$ cat config.mk
export PLATFORM = sky130hd
export DESIGN_NAME = irqsec_bitmap
export DESIGN_NICKNAME = d
export VERILOG_FILES = /design/src/rtl/irqsec_pkg.sv /design/src/rtl/irqsec_decode.sv /design/src/rtl/irqsec_word.sv /design/src/rtl/irqsec_bitmap.sv
export SDC_FILE = /design/constraint.sdc
export NUM_CORES = 1
export LEC_CHECK = 0
export ABC_AREA = 0
export BUFFER_PORTS_ARGS = -buffer_cell sky130_fd_sc_hd__buf_2
export CAP_MARGIN = 5
export CORE_ASPECT_RATIO = 2
export CORE_MARGIN = 3
export CORE_UTILIZATION = 50
export CTS_BUF_LIST = sky130_fd_sc_hd__clkbuf_16
export CTS_CLUSTER_DIAMETER = 40
export DETAILED_ROUTE_END_ITERATION = 7
export GPL_ROUTABILITY_DRIVEN = 0
export PLACE_DENSITY = 0.68
export SETUP_SLACK_MARGIN = 0.02
export SYNTH_ARGS = -nofsm -noshare
export SYNTH_HDL_FRONTEND = slang
export SYNTH_HIERARCHICAL = 1
export SYNTH_SLANG_ARGS = --single-unit
$ cat constraint.sdc
create_clock -name clk -period 6 [get_ports clk]
set_input_delay 1.2 -clock clk [delete_from_list [all_inputs] [get_ports clk]]
set_output_delay 1.2 -clock clk [all_outputs]
set_load 0.05 [all_outputs]
$ cat src/rtl/irqsec_pkg.sv
package irqsec_pkg;

   localparam int ADDR_W = 12;
   localparam int WORD_W = 32;

   typedef enum logic [3:0] {
      WIN_NONE,
      WIN_GROUP,
      WIN_EN_SET,
      WIN_EN_CLR,
      WIN_PD_SET,
      WIN_PD_CLR,
      WIN_AC_SET,
      WIN_AC_CLR,
      WIN_EDGE,
      WIN_NSAC,
      WIN_CTRL
   } win_e;

   function automatic win_e win_of(input logic [ADDR_W-1:0] a);
      win_e w;
      w = WIN_NONE;
      if (a[1:0] == 2'b00) begin
         case (a[11:7])
            5'd0:        w = WIN_GROUP;
            5'd1:        w = WIN_EN_SET;
            5'd2:        w = WIN_EN_CLR;
            5'd3:        w = WIN_PD_SET;
            5'd4:        w = WIN_PD_CLR;
            5'd5:        w = WIN_AC_SET;
            5'd6:        w = WIN_AC_CLR;
            5'd8, 5'd9:  w = WIN_EDGE;
            5'd10, 5'd11: w = WIN_NSAC;
            5'd12:       w = (a[6:2] == 5'd0) ? WIN_CTRL : WIN_NONE;
            default:     w = WIN_NONE;
         endcase
      end
      return w;
   endfunction

   // put 16 flags on the odd bits of a word
   function automatic logic [31:0] spread16(input logic [15:0] f);
      logic [31:0] r;
      r = '0;
      for (int j = 0; j < 16; j++) r[2*j+1] = f[j];
      return r;
   endfunction

   // pick the odd bits of a word
   function automatic logic [15:0] odd16(input logic [31:0] v);
      logic [15:0] r;
      for (int j = 0; j < 16; j++) r[j] = v[2*j+1];
      return r;
   endfunction

endpackage

$ cat src/rtl/irqsec_decode.sv
module irqsec_decode
   import irqsec_pkg::*;
#(
   parameter int NW = 1
) (
   input  logic [ADDR_W-1:0] addr,
   output win_e              win,
   output logic [NW-1:0]     word_sel,
   output logic              half
);
   logic two_bit;

   assign win     = win_of(addr);
   assign two_bit = (win == WIN_EDGE) || (win == WIN_NSAC);
   assign half    = addr[2];

   for (genvar k = 0; k < NW; k++) begin : g_sel
      localparam logic [4:0] KW = 5'(k + 1);
      assign word_sel[k] = two_bit ? (addr[7:3] == KW) : (addr[6:2] == KW);
   end
endmodule

$ cat src/rtl/irqsec_word.sv
module irqsec_word
   import irqsec_pkg::*;
(
   input  logic        clk,
   input  logic        rst_n,
   input  logic [31:0] irq_in,
   input  logic        wr,
   input  logic        sel,
   input  win_e        win,
   input  logic        half,
   input  logic [31:0] wdata,
   input  logic        secure,
   input  logic        sec_dis,
   output logic [31:0] rd_word
);
   logic [31:0] group_q, en_q, pd_q, ac_q, edge_q, lvl_q;
   logic [63:0] nsac_q;
   logic [31:0] ge1, ge2, m_grp, m_ge1, m_ge2;
   logic [31:0] rise_e, pd_view, pd_set, pd_clr, grp_edge;
   logic        mask_on, grp_ok, nsac_ok, hit;

   assign mask_on = !secure && !sec_dis;
   assign grp_ok  = secure || sec_dis;
   assign nsac_ok = secure && !sec_dis;
   assign hit     = wr && sel;

   always_comb begin
      for (int j = 0; j < 32; j++) begin
         ge1[j] = nsac_q[2*j] | nsac_q[2*j+1];
         ge2[j] = nsac_q[2*j+1];
      end
   end

   assign m_grp = mask_on ? group_q         : '1;
   assign m_ge1 = mask_on ? (group_q | ge1) : '1;
   assign m_ge2 = mask_on ? (group_q | ge2) : '1;

   assign rise_e   = irq_in & ~lvl_q & edge_q;
   assign pd_view  = pd_q | (lvl_q & ~edge_q);
   assign pd_set   = (hit && win == WIN_PD_SET) ? (wdata & m_ge1) : '0;
   assign pd_clr   = (hit && win == WIN_PD_CLR) ? (wdata & m_ge2) : '0;
   assign grp_edge = edge_q & m_grp;

   always_ff @(posedge clk) begin
      if (!rst_n) begin
         group_q <= '0;
         en_q    <= '0;
         pd_q    <= '0;
         ac_q    <= '0;
         edge_q  <= '0;
         lvl_q   <= '0;
         nsac_q  <= '0;
      end else begin
         lvl_q <= irq_in;
         pd_q  <= ((pd_q | pd_set) & ~pd_clr) | rise_e;
         if (hit) begin
            case (win)
               WIN_GROUP:  if (grp_ok) group_q <= wdata;
               WIN_EN_SET: en_q <= en_q | (wdata & m_grp);
               WIN_EN_CLR: en_q <= en_q & ~(wdata & m_grp);
               WIN_AC_SET: ac_q <= ac_q | (wdata & m_grp);
               WIN_AC_CLR: ac_q <= ac_q & ~(wdata & m_grp);
               WIN_EDGE:   edge_q[half*16 +: 16] <=
                              (edge_q[half*16 +: 16] & ~m_grp[half*16 +: 16]) |
                              (odd16(wdata) & m_grp[half*16 +: 16]);
               WIN_NSAC:   if (nsac_ok) nsac_q[half*32 +: 32] <= wdata;
               default: ;
            endcase
         end
      end
   end

   always_comb begin
      case (win)
         WIN_GROUP:              rd_word = grp_ok ? group_q : '0;
         WIN_EN_SET, WIN_EN_CLR: rd_word = en_q & m_grp;
         WIN_PD_SET:             rd_word = pd_view & m_ge1;
         WIN_PD_CLR:             rd_word = pd_view & m_ge2;
         WIN_AC_SET, WIN_AC_CLR: rd_word = ac_q & m_ge2;
         WIN_EDGE:               rd_word = spread16(grp_edge[half*16 +: 16]);
         WIN_NSAC:               rd_word = nsac_ok ? nsac_q[half*32 +: 32] : '0;
         default:                rd_word = '0;
      endcase
   end

   AST_EDGE_LATCH: assert property (@(posedge clk) disable iff (!rst_n)
      (rise_e != '0) |=> ((pd_q & $past(rise_e)) == $past(rise_e))) else $error("edge latch");

   AST_NS_EN_MASK: assert property (@(posedge clk) disable iff (!rst_n)
      (hit && (win == WIN_EN_SET || win == WIN_EN_CLR) && mask_on)
      |=> (((en_q ^ $past(en_q)) & ~$past(group_q)) == '0)) else $error("ns enable mask");

   AST_NS_PCLR_GRADE: assert property (@(posedge clk) disable iff (!rst_n)
      (hit && win == WIN_PD_CLR && mask_on)
      |=> ((pd_q & $past(pd_q & ~m_ge2)) == $past(pd_q & ~m_ge2))) else $error("pend clr grade");

   AST_NSAC_GUARD: assert property (@(posedge clk) disable iff (!rst_n)
      (hit && win == WIN_NSAC && !nsac_ok) |=> $stable(nsac_q)) else $error("nsac guard");
endmodule

$ cat src/rtl/irqsec_bitmap.sv
module irqsec_bitmap
   import irqsec_pkg::*;
#(
   parameter int NUM_IRQ = 64
) (
   input  logic                 clk,
   input  logic                 rst_n,
   input  logic                 bus_valid,
   input  logic                 bus_write,
   input  logic [11:0]          bus_addr,
   input  logic [31:0]          bus_wdata,
   input  logic                 bus_secure,
   input  logic [NUM_IRQ-33:0]  irq_lines,
   output logic [31:0]          bus_rdata,
   output logic                 bus_err
);
   localparam int NSPI = NUM_IRQ - 32;
   localparam int NW   = NSPI / WORD_W;

   if (NUM_IRQ % 32 != 0 || NUM_IRQ < 64 || NUM_IRQ > 1024) begin : g_bad_cfg
      $error("NUM_IRQ must be a multiple of 32 in 64..1024");
   end

   win_e            win;
   logic [NW-1:0]   word_sel;
   logic            half;
   logic            sec_dis_q;
   logic            wr;
   logic [31:0]     rd_word [NW];
   logic [31:0]     rd_mux;

   assign wr = bus_valid && bus_write;

   irqsec_decode #(.NW(NW)) u_dec (
      .addr     (bus_addr),
      .win      (win),
      .word_sel (word_sel),
      .half     (half)
   );

   for (genvar k = 0; k < NW; k++) begin : g_word
      irqsec_word u_word (
         .clk     (clk),
         .rst_n   (rst_n),
         .irq_in  (irq_lines[k*32 +: 32]),
         .wr      (wr),
         .sel     (word_sel[k]),
         .win     (win),
         .half    (half),
         .wdata   (bus_wdata),
         .secure  (bus_secure),
         .sec_dis (sec_dis_q),
         .rd_word (rd_word[k])
      );
   end

   always_comb begin
      rd_mux = '0;
      for (int k = 0; k < NW; k++)
         if (word_sel[k]) rd_mux = rd_mux | rd_word[k];
   end

   always_ff @(posedge clk) begin
      if (!rst_n) begin
         bus_rdata <= '0;
         bus_err   <= 1'b0;
         sec_dis_q <= 1'b0;
      end else begin
         bus_err <= bus_valid && (win == WIN_NONE);
         if (bus_valid && !bus_write)
            bus_rdata <= (win == WIN_CTRL) ? {31'b0, sec_dis_q} :
                         (win == WIN_NONE) ? 32'b0 : rd_mux;
         if (wr && win == WIN_CTRL && bus_secure && bus_wdata[0])
            sec_dis_q <= 1'b1;
      end
   end

   AST_ERR_MISALIGN: assert property (@(posedge clk) disable iff (!rst_n)
      (bus_valid && bus_addr[1:0] != 2'b00) |=> bus_err) else $error("misalign err");

   AST_RAZ_INTERNAL: assert property (@(posedge clk) disable iff (!rst_n)
      (bus_valid && !bus_write && bus_addr == 12'h080) |=> (bus_rdata == 32'b0)) else $error("internal raz");

   AST_SECDIS_STICKY: assert property (@(posedge clk) disable iff (!rst_n)
      sec_dis_q |=> sec_dis_q) else $error("sec dis sticky");
endmodule

== Word-level counts from Yosys, hierarchy flattened ==
Index checks and enable logic that the tools add are counted.

* Mux-type cells: 19
* Add/sub/neg operators: 2
* Shift operators: 8
* Bitwise logic cells: 61
* Equality and inequality tests: 23
* Reduce and logical (&&, ||, !) cells: 31

{| class="wikitable"
|+ Operator list
! kind !! count
|-
| $and A32 B32 Y32 || 14
|-
| $mux W32 || 10
|-
| $or A32 B32 Y32 || 7
|-
| $pmux W32 S7 || 1
|-
| $not A32 Y32 || 4
|-
| $pmux W32 S2 || 2
|-
| $shiftx A32 B6 Y16 || 3
|-
| $bwmux W64 || 1
|-
| $shift A32 B34 Y64 const A || 1
|-
| $shiftx A32 B34 Y64 || 1
|-
| $shiftx A64 B7 Y32 || 1
|-
| $pmux W4 S10 || 1
|-
| $neg A5 Y34 || 1
|-
| $neg A6 Y34 || 1
|-
| $shift A16 B34 Y32 const A || 1
|-
| $shiftx A16 B34 Y32 || 1
|-
| $and A16 B16 Y16 || 2
|-
| $bwmux W32 || 1
|-
| $or A1 B1 Y1 || 32
|-
| $eq A5 B4 Y1 const B || 5
|-
| $eq A4 B3 Y1 const B || 4
|-
| $not A16 Y16 || 1
|-
| $or A16 B16 Y16 || 1
|-
| $eq A5 B1 Y1 const B || 3
|-
| 17 further kinds || 45
|}

* Word-level logic and storage cells: 154
* Output and inout port bits: 33
* Bits in registers: 290
* Bits of input ports: 81

== Logic depth before layout (Yosys ltp) ==
* Depth in word-level cells: 13
* Mapped depth: 13
* Depth with buffers taken out: 9

== Cells and area by module ==
The synthesis kept the hierarchy.

{| class="wikitable"
|+ By module, submodules not included
! module !! area an instance (um^2) !! seq. area each (um^2) !! times used !! cells an instance
|-
| irqsec_word || 13570.5 || 5124.9 || 1 || 1636
|-
| irqsec_bitmap || 1520.2 || 680.7 || 1 || 163
|-
| irqsec_decode || 168.9 || 0.0 || 1 || 25
|}

== Worst setup path before layout ==
No wires, ideal clock.

* Kind: input to register
* Start point: input bus_addr[5]
* End point: register bus_rdata[31]
* Arrival: 3.490 ns
* Buffers on the path: 2
* Stages on the path: 11
* Setup slack: 2.382 ns
* Data required time: 5.872 ns
* Library setup time: 0.128 ns
* Cells stage by stage: nor3_2 > nand3b_1 > a21oi_1 > nor2_1 > and3_1 > buf_2 > buf_2 > a32o_1 > or3_1 > o2111ai_1 > a21boi_0

{| class="wikitable"
|+ RTL lines
! item !! line !! text
|-
| from (decl) || irqsec_bitmap.sv:10 || <nowiki>input logic [11:0] bus_addr,</nowiki>
|-
| to (signal assigned) || irqsec_bitmap.sv:71 || <nowiki>bus_rdata <= (win == WIN_CTRL) ? {31'b0, sec_dis_q} :</nowiki>
|-
| to (decl) || irqsec_bitmap.sv:14 || <nowiki>output logic [31:0] bus_rdata,</nowiki>
|}

==> run_results.csv <==
group,metric,value,unit
layout,finish.instance_area,0.0169,mm2
global_routing,grt-ovfl-total,0,
layout,fin_util,56.6,%
synth,synth.avg_cell_area,8.37,um2
cts,post_cts_buffers,0,
timing,fin_setup_tns,0,ns
drt,routedWlPerCell,25.0,um
drt,initialDrtViolationCount,1743,
critical_path,r2r_slack,2.50,ns
timing,period_needed,4.14,ns
pwr,ir_worst_vdd,0.219,mV
critical_path,reg2reg_to,"bus_rdata[23]",
cts,clkLatencyLatePin,0.57,ns
pwr,seq_power_share,46.6,%
floorplanning,io_pins,114,
critical_path,cp_data_required_time,6.46,ns
timing,layout_setup_ws,1.86,ns
floorplanning,fp.coreArea,0.0298,mm2
synth,syn_area,0.0153,mm2
pwr,clkPwrFrac,46.1,%
placed_design,dpl.hpwl,36.3,mm
layout,nets,1930,
critical_path,cp.arrival,4.60,ns
timing,tightest_slew,0.941,ns
min_path,min_delay_path_depth,2,
synth,yosysTopAreaCell,"dfxtp_1",
critical_path,path_class,"in -> reg",
cts,cts.sinks,290,
min_path,worst_hold_path.endpoint,"bus_rdata[24]",
global_routing,antenna_found_initial,1,
timing,finalSetupViolations,0,
layout,layout_common_cells,"dfxtp_1, nand2_1, buf_2",
floorplanning,die_area,0.0328,mm2
flow_run,max_cap_violations,0,
placed_design,placed_cell_area,0.0159,mm2
floorplanning,fp-row-count,89,
drt,viasPerCell,6.81,
synth,synth_warnings,6,
global_routing,grt_start_max_net_pins,128,
timing,hold_viol_final,0,
placed_design,port_buffers,113,
synth,synth-seq-cells,290,
drt,drc,4,
cts,clkTransAtPathRegs,0.07,ns
floorplanning,die_w,130,um
critical_path,r2r-start,"sec_dis_q",
floorplanning,die_h,253,um
synth,synthCells,1824,
pwr,p_per_area,247,mW/mm2
layout,drive_gt1_share,13.8,%
cts,cts_root_buffer,"clkbuf_16",
cts,clockBufferDepth,3,
cts,htreeDepth,1,
run_status,status,"complete, but fails checks",
global_routing,grt_pass1_vias,14500,
global_routing,grt_pass1_wl,84.3,mm
drt,wl,55.9,mm
synth,synthesis.nets,1905,
timing,drv_slew,0,
synth,async_flop_share,0,%
critical_path,startpoint_type,"primary input",
min_path,min_from,"bus_rdata[24]",
layout,syn2layout_area_growth,10.6,%
pwr,leakage,6.78,nW
pwr,fin_total_pwr,0.00416,W
pwr,internal_power,0.00311,W
synth,yosysUniqueCellTypes,61,
placed_design,place_worst_setup_slack,1.38,ns
critical_path,r2r_cells,8,
synth,ys_top_cells_by_area,"dfxtp_1, nand2_1, o211a_1",
drt,firstDrtPassIters,8,
pwr,combPwrFrac,7.3,%
timing,rsz0062_at_grt,"false",
drt,num_vias,15200,
drt,ant_nets,0,
cts,cts_resized,0,
pwr,switchingPower,0.00106,W
min_path,min_path_type,"reg -> reg",
timing,maxSlewHeadroom,37.1,%
synth,synth-edff-count,0,
critical_path,end_kind,"flip-flop",
pwr,switching_share,25.4,%
critical_path,crit_fanout,32,
cts,cts_tree,"yes",
layout,fillers,2759,
timing,skew,0.00970,ns
timing,max_freq,242,MHz
synth,ys_seq_area_share,38.0,%
layout,layout_commonest_cell,"dfxtp_1",
floorplanning,initial_core_util,51.1,%
timing,min_period_over_period,69.0,%
synth,synth.top_cell.area_share,38.0,%
cts,cts_made_buffers,30,
global_routing,grt_usage,33.1,%
cts,hold_buffers,0,
synth,synth_ff_type,"dfxtp_1",
run_status,violations,"design-rule violations",
-- per-stage QoR --
step | hold WS (ns) | instances
6_report | 0.450 | 2238
5_1_grt | 0.470 | 2238
4_1_cts | 0.452 | 2237
3_5_place_dp | 0.443 | 2181
3_3_place_gp | 0.441 | 2181
2_1_floorplan | 0.443 | 1824
-- cell families after synthesis --
logic type | synth area share [%]
muxes | 5.58
and+or+nand+nor | 24.9
buffers and inverters | 5.64
DFF | 38.0
AOI/OAI and AO/OA | 25.7
xor gates and xnor gates | 0.164
-- power by group through the flow --
| stage | combinational, W | clock [W] | sequential, W |
|---|---|---|---|
| 3_5_place_dp | 0.000292 | 0 | 0.00198 |
| 5_1_grt | 0.000319 | 0.00200 | 0.00194 |
| 6_report | 0.000302 | 0.00192 | 0.00194 |
| 3_3_place_gp | 0.000288 | 0 | 0.00198 |
| 4_1_cts | 0.000293 | 0.00194 | 0.00194 |
| 2_1_floorplan | 0.000177 | 0 | 0.00199 |
-- metal layers --
metal	global-route usage (%)	up-vias	wire length (um)	share of wire (%)
met2	54.4	894	26500	47
met5	0	-	0	0
met3	5.40	226	5110	9.1
met4	19.4	0	3650	6.5
met1	40.4	7279	20700	37
li1	-	6832	-	-
-- final cells by class --
cell class                 count  area, um2  share of cell area, %
antenna                        1       2.50                 0.0148
clock buffer                  31        776                   4.59
clock inverter                25        226                   1.34
inverter                      35        131                  0.778
multi-input combinational   1342       8630                   51.1
sequential                   290       5810                   34.4
tap                          364        455                   2.70
timing repair buffer         150        856                   5.07
-- synth_stat cells (all sizes together), types with 35 or more instances --
master	count
dfxtp	290
nand2	246
nor3	100
clkbuf	89
nand3	85
o21ai	85
nor2	82
buf	68
a21boi	65
o211a	64
o31ai	64
mux2i	49
or3	49
a31oi	47
nand3b	38
and2	37
inv	35
nor2b	35
-- critical path: stages --
cell and delay [ns]:
buf_4 0.27, nor3_2 0.21, nand4_1 0.17, a21oi_4 0.50
and4bb_2 0.31, nand2_1 0.69, buf_4 0.44, o221ai_1 0.16
or3_1 0.41, o2111ai_1 0.11, a21boi_1 0.08
-- how the worst max path moves through the flow --
stage | from | endpoint | slack, ns | cells after the start
6_report | bus_addr[2] | bus_rdata[23] | 1.86 | 11
5_1_grt | bus_addr[2] | bus_rdata[11] | 1.77 | 11
3_5_place_dp | bus_addr[2] | bus_rdata[31] | 1.38 | 11
3_3_place_gp | bus_addr[2] | bus_rdata[27] | 1.43 | 11
2_1_floorplan | bus_addr[5] | bus_rdata[31] | 2.38 | 11
4_1_cts | bus_addr[2] | bus_rdata[31] | 1.97 | 11
Power figures use the tool's default switching activity.
